[src/rtl/irq_agg_pkg.sv]
package irq_agg_pkg;
  localparam int BANK_W     = 8;
  localparam int NUM_BANKS  = 3;
  localparam int NUM_REQ    = BANK_W * NUM_BANKS;
  localparam int ADDR_W     = 3;
  localparam int BANK_IDX_W = ADDR_W - 1;

  // Strobes from address decode to the datapath
  typedef struct packed {
    logic [NUM_BANKS-1:0]  statClr;
    logic [NUM_BANKS-1:0]  maskWr;
    logic                  rdStb;
    logic                  rdHit;
    logic                  rdIsMask;
    logic [BANK_IDX_W-1:0] rdBank;
  } ctrlStb_t;
endpackage

[src/rtl/irq_agg_ctrl.sv]
module irq_agg_ctrl
  import irq_agg_pkg::*;
(
  input  logic              rdEn,
  input  logic              wrEn,
  input  logic [ADDR_W-1:0] addr,
  output ctrlStb_t          stb
);
  logic [BANK_IDX_W-1:0] bankIdx;
  logic                  isMask;
  logic                  inRange;

  assign bankIdx = addr[ADDR_W-1:1];
  assign isMask  = addr[0];
  assign inRange = (bankIdx < BANK_IDX_W'(NUM_BANKS));

  always_comb begin
    stb          = '0;
    stb.rdStb    = rdEn;
    stb.rdHit    = rdEn & inRange;
    stb.rdIsMask = isMask;
    stb.rdBank   = bankIdx;
    for (int b = 0; b < NUM_BANKS; b++) begin
      if (bankIdx == BANK_IDX_W'(b)) begin
        stb.statClr[b] = rdEn & ~isMask;
        stb.maskWr[b]  = wrEn & isMask;
      end
    end
  end
endmodule

[src/rtl/irq_agg_dp.sv]
module irq_agg_dp
  import irq_agg_pkg::*;
#(
  parameter int LEVEL_IDX = 12
) (
  input  logic               clk,
  input  logic               rst,
  input  logic [NUM_REQ-1:0] reqIn,
  input  logic [BANK_W-1:0]  wrData,
  input  ctrlStb_t           stb,
  output logic [BANK_W-1:0]  rdData,
  output logic               irqOut,
  output logic [NUM_REQ-1:0] statusVec,
  output logic [NUM_REQ-1:0] maskVec,
  output logic [NUM_REQ-1:0] setVec,
  output logic [NUM_REQ-1:0] pendVec
);
  localparam logic [NUM_REQ-1:0] LEVEL_SEL = NUM_REQ'(1) << LEVEL_IDX;
  localparam logic [NUM_REQ-1:0] EDGE_SEL  = ~LEVEL_SEL;

  logic [NUM_REQ-1:0] syncA, syncB, syncDly;
  logic [NUM_REQ-1:0] edgeDet;
  logic [NUM_REQ-1:0] edgeStat;
  logic [NUM_REQ-1:0] clrVec;
  logic [BANK_W-1:0]  statBank [NUM_BANKS];
  logic [BANK_W-1:0]  maskBank [NUM_BANKS];
  logic [BANK_W-1:0]  rdNext;

  // Synchronizer and delayed copy
  always_ff @(posedge clk) begin
    if (rst) begin
      syncA   <= '0;
      syncB   <= '0;
      syncDly <= '0;
    end else begin
      syncA   <= reqIn;
      syncB   <= syncA;
      syncDly <= syncB;
    end
  end

  assign edgeDet = syncB & ~syncDly;
  assign setVec  = edgeDet & maskVec & EDGE_SEL;

  // Per-bank views and clear vector
  for (genvar b = 0; b < NUM_BANKS; b++) begin : g_bank
    assign clrVec[b*BANK_W +: BANK_W] = {BANK_W{stb.statClr[b]}};
    assign statBank[b] = statusVec[b*BANK_W +: BANK_W];
    assign maskBank[b] = maskVec[b*BANK_W +: BANK_W];
  end

  always_ff @(posedge clk) begin
    if (rst) begin
      maskVec <= '0;
    end else begin
      for (int b = 0; b < NUM_BANKS; b++) begin
        if (stb.maskWr[b]) maskVec[b*BANK_W +: BANK_W] <= wrData;
      end
    end
  end

  // Sticky edge capture; a fresh edge outranks the read-clear
  always_ff @(posedge clk) begin
    if (rst) edgeStat <= '0;
    else     edgeStat <= ((edgeStat & ~clrVec) | setVec) & EDGE_SEL;
  end

  assign statusVec = edgeStat | (syncB & LEVEL_SEL);
  assign pendVec   = statusVec & maskVec;

  always_comb begin
    rdNext = '0;
    for (int b = 0; b < NUM_BANKS; b++) begin
      if (stb.rdHit && stb.rdBank == BANK_IDX_W'(b))
        rdNext = stb.rdIsMask ? maskBank[b] : statBank[b];
    end
  end

  always_ff @(posedge clk) begin
    if (rst) begin
      rdData <= '0;
      irqOut <= 1'b0;
    end else begin
      if (stb.rdStb) rdData <= rdNext;
      irqOut <= |pendVec;
    end
  end
endmodule

[src/rtl/irq_agg.sv]
module irq_agg
  import irq_agg_pkg::*;
#(
  parameter int LEVEL_IDX = 12
) (
  input  logic               clk,
  input  logic               rst,
  input  logic [NUM_REQ-1:0] reqIn,
  input  logic               rdEn,
  input  logic               wrEn,
  input  logic [ADDR_W-1:0]  addr,
  input  logic [BANK_W-1:0]  wrData,
  output logic [BANK_W-1:0]  rdData,
  output logic               irqOut
);
  ctrlStb_t           stb;
  logic [NUM_REQ-1:0] statusVec, maskVec, setVec, pendVec;

  irq_agg_ctrl u_ctrl (
    .rdEn (rdEn),
    .wrEn (wrEn),
    .addr (addr),
    .stb  (stb)
  );

  irq_agg_dp #(.LEVEL_IDX(LEVEL_IDX)) u_dp (
    .clk       (clk),
    .rst       (rst),
    .reqIn     (reqIn),
    .wrData    (wrData),
    .stb       (stb),
    .rdData    (rdData),
    .irqOut    (irqOut),
    .statusVec (statusVec),
    .maskVec   (maskVec),
    .setVec    (setVec),
    .pendVec   (pendVec)
  );
endmodule

[config.mk]
export PLATFORM = sky130hd
export DESIGN_NAME = irq_agg
export DESIGN_NICKNAME = d
export VERILOG_FILES = /design/src/rtl/irq_agg_pkg.sv /design/src/rtl/irq_agg_ctrl.sv /design/src/rtl/irq_agg_dp.sv /design/src/rtl/irq_agg.sv
export SDC_FILE = /design/constraint.sdc
export NUM_CORES = 1
export LEC_CHECK = 0
export BUFFER_PORTS_ARGS = -buffer_cell sky130_fd_sc_hd__buf_2
export CORE_UTILIZATION = 40
export CTS_CLUSTER_SIZE = 40
export DETAILED_ROUTE_END_ITERATION = 10
export PLACE_DENSITY_LB_ADDON = 0.05
export SETUP_SLACK_MARGIN = 0.3
export SLEW_MARGIN = 40
export SYNTH_ARGS = -nofsm -noshare
export SYNTH_HDL_FRONTEND = slang
export SYNTH_SLANG_ARGS = --single-unit
[constraint.sdc]
create_clock -name clk -period 1.05 [get_ports clk]
set_input_delay 0.0525 -clock clk [delete_from_list [all_inputs] [get_ports clk]]
set_output_delay 0.0525 -clock clk [all_outputs]
set_load 0.1 [all_outputs]
Yosys cells after proc, flatten, opt, wreduce, memory -nomap -nowiden
Cells that the tools add are included.

Reductions and logical operators: 5. Bitwise logic cells: 12. Mux-type cells: 12. Equality and inequality tests: 2. $lt $le $gt $ge: 1.

Operators by type and width (number): bitwise AND 24 bit (4); two-way mux 8 bit (6); NOT 24 bit (2); bitwise OR 24 x 13 -> 24 bit (1); bitwise OR 24 bit (1); OR reduction 24 bit (1); two-way mux 1 bit (6); bitwise AND 1 bit (3); logical AND 1 bit (3); == test 2 x 1 -> 1 bit (second input constant) (1); == test 2 bit (second input constant) (1); logical NOT 2 bit (1); < comparator 2 bit (second input constant) (1); NOT 1 bit (1).

Flip-flop bits (word level): 129. Logic and storage cells: 42.

Depth between registers and ports, before layout
Depth in word-level cells: 6. Mapped depth: 5.

Cells and area by module
Synthesis repeated with hierarchy kept, for this count alone.

Cells, all modules: 458. Area total of the unflattened synthesis: 4695.8 sq um.

By module, submodules not included: irq_agg_dp (area each 4583.1 sq um, seq. area each 2542.4 sq um, instances 1, cells an instance 447); irq_agg_ctrl (area each 112.6 sq um, seq. area each 0.0 sq um, instances 1, cells an instance 11).

Worst setup path before layout
OpenSTA, ideal clock, no wires.

Kind: reg-to-reg. Start point: reg u_dp.rdData[7] (netlist name). End point: reg u_dp.rdData[7]. Library setup time: 0.058 ns. Setup slack: -0.398 ns. Clock period less this slack: 1.448 ns. Arrival time: 1.390 ns. Cell stages (with the launch flop): 4. Cell sequence: dfxtp_1 nor2_1 a211oi_1 o21a_1.

RTL lines: end signal, assigned (RTL line irq_agg_dp.sv:84) `if (stb.rdStb) rdData <= rdNext;`; end, declared (RTL line irq_agg_dp.sv:11) `output logic [BANK_W-1:0] rdData,`.

Final worst setup path
Start point: reg u_dp.rdData[7]. End point: out rdData[7].

RTL lines: end, declared (RTL line irq_agg.sv:13) `output logic [BANK_W-1:0] rdData,`.

No word-level cell between the ends.

==> run metrics <==
1st-iter DRT viols 156; most area-hungry cell type in the Yosys netlist dfxtp_1; Netlist Area Pre-Place 4500 sq um; crit-path max cell delay 370 ps; first-pass GRT wire length 18.4 mm; PortBufs 47; count leader, synth dfxtp_1; Crit path arrival time 1050 ps; Slowest-stage cell, CP dfxtp_4; post-synthesis compound-gate area fraction 12.9%; num ports 48; Antenna diodes 0; post-route DRC violation count 0; slew at the pin closest to its max-slew limit 551 ps; Vias 3,685; RSZ-0062 raised after global routing true; Post-Syn Area per Cell 9.98 sq um; power density over the cells 1720 nW/um^2; combinational family with the most area after synthesis simple AND/OR/NAND/NOR gates; MaxCap Viol Count 0; top cells by count, synth dfxtp_1 (127), nor2b_1 (71), nor2_1 (39), mux2i_1 (32), nand2_1 (32); Synth Net Count 490; share of post-route cells with drive strength above 1 39.4%; CTS Buffer Depth 2; largest net degree at the start of global routing 39; core region area 10,900 sq um; H-tree depth 4; Leak 2.76 nW; Distinct cells, synth 26; DR WL/cell 15.5 um; P&R area growth vs syn 53.8%; placed cell areas 5580 sq um; Syn. warnings 0; Top FF cell, synth dfxtp_1; TritonCTS buffer count 17; post-route clock period utilization 105%; fin. max-slew vios 0; routed wire length 11.8 mm; outcome finished, violations left; Post-synth ARST share 0%; Starting Density 41.3%; clk_skew 6.05 ps; Max-Slew Margin vs Limit 63.2%; gpl congestion 0.863; Post-synth EDFFs 0; critical path's top delay family flip-flops; maximum vdd drop 1.20 mV; gr usage total 21.3%; Die X 108 um; final core utilization 63.6%; min-delay worst type input pin to flop; vias per cell 4.85; TritonCTS clock tree yes; number of fill cells in the layout 912; clock insertion delay at the later pin of the skew report 510 ps; Detail Placement HPWL 7.77 mm; required time of the critical path 1000 ps; Rows 38; area share of fa/ha/maj cells after synthesis 0%; flops & latches, synth 127; WP buf/inv 1; Achievable Freq 905 MHz; CP max FO 2; nets@finish 646; CTS root buffer clkbuf_8; Die ar. 11,700 sq um; cell chain of the critical path buf_12; Final Instance Area 6920 sq um; Final WS setup -55.2 ps; CP Launch Type flop; post-synthesis cell count 451; gr ovfl total 0; Setup-failing EPs final 10; Clock Sinks 127; CP endpoint kind primary output; sequential area share after synthesis 56.5%; antenna violations before repair 0; XOR/XNOR Fraction of Synth Area 0%; Clock transition at path regs 60 ps; synth top area cells dfxtp_1 (56%), nor2b_1 (9.9%), mux2i_1 (7.1%), a32oi_1 (4.5%), nor2_1 (3.3%); failing checks negative setup slack; Die H 108 um; multiplexer share of the synthesized area 7.12%; top cell type's share of synthesized area 56.5%; Synth Area in Simple Gates 18.4%; CP Class flop to primary output; vias in the first global route 3,636; DRT Pass-1 Iters 5; Final Hold Vio Count 0; remaining antenna violation count after routing 0; min Tclk post-route 1110 ps
-- cells by family after synthesis --
family                 count (synthesis)
AND/OR/NAND/NOR                      155
flip-flops                           127
AO/OA/AOI/OAI                         84
buffers and inverters                 53
multiplexers                          32
-- cell usage in the layout (no fill, tap or decap), types with 7 or more instances in the layout --
master         netlist  final
dfxtp_1            127     76
clkbuf_16            0     16
nand2_1             32     31
o21a_1               8      8
a32oi_2              0      7
dlygate4sd3_1        0     33
nor2b_1             71     71
dfxtp_4              0      8
buf_4                3     40
buf_2                4     37
dfxtp_2              0     43
mux2i_1             32     27
inv_1               25     25
a22oi_2              0      9
buf_6                2     42
nor2_1              39     39
a21oi_1             24     21
a32oi_1             23     16
buf_12               0     13
-- sequential cells by signal, indices dropped and copies added (netlist names) --
signal,flops
u_dp.edgeStat,23
u_dp.syncA,24
u_dp.rdData,8
u_dp.irqOut,1
u_dp.syncB,24
u_dp.maskVec,24
u_dp.syncDly,23
-- per-stage QoR --
| step | worst slack (ps) | hold slack [ps] | power [W] | setup TNS (ps) | instances |
|---|---|---|---|---|---|
| 2_1_floorplan | 14.1 | 181 | 0.00561 | 0 | 451 |
| 3_3_place_gp | -122 | 260 | 0.00598 | -1750 | 687 |
| 3_5_place_dp | -154 | 265 | 0.00599 | -2110 | 687 |
| 4_1_cts | -81.9 | -17.3 | 0.0120 | -713 | 758 |
| 5_1_grt | -90.5 | 7.81 | 0.0123 | -832 | 760 |
| 6_report | -55.2 | 6.35 | 0.0119 | -473 | 760 |
-- area by class of cell --
type,count,area (sq um),area share [%]
sequential,127,2630,37.9
multi-input combinational,271,1880,27.2
timing repair buffer,165,1550,22.4
clock buffer,19,432,6.24
tap,140,175,2.53
clock inverter,13,160,2.31
inverter,25,93.8,1.36
-- power breakdown --
| part | internal, W | switching [W] | total [W] |
|---|---|---|---|
| sequential | 0.00497 | 0.0000815 | 0.00505 |
| combinational | 0.000501 | 0.000500 | 0.00100 |
| clock | 0.00369 | 0.00218 | 0.00586 |
-- final timing paths --
check | startpoint | endpoint | slack, ps | cells past startpoint
setup reg to reg | u_dp.edgeStat[18] | u_dp.irqOut | -30 | 3
hold / removal | rst | u_dp.edgeStat[13] | 6 | 2
hold reg to reg | u_dp.syncA[20] | u_dp.syncB[20] | 430 | 1
setup / recovery | u_dp.rdData[7] | rdData[7] | -60 | 1
-- metal layers --
| layer | vias to the layer above | track usage [%] | wire length (um) |
|---|---|---|---|
| met2 | 96 | 34.3 | 5600 |
| met4 | 0 | 8.61 | 176 |
| met3 | 15 | 5.67 | 699 |
| li1 | 1850 | - | - |
| met1 | 1724 | 27.1 | 5310 |
| met5 | - | 0 | 0 |
-- what timing repair did --
item                                    CTS  global route
hold buffers                             32             1
gates resized for setup                  86            34
endpoints found under the hold margin    54             1
setup buffers                             7             1
pin swaps                                29            24
endpoints found under the setup margin   43            50
No activity file was read; power rests on OpenSTA's default activity.
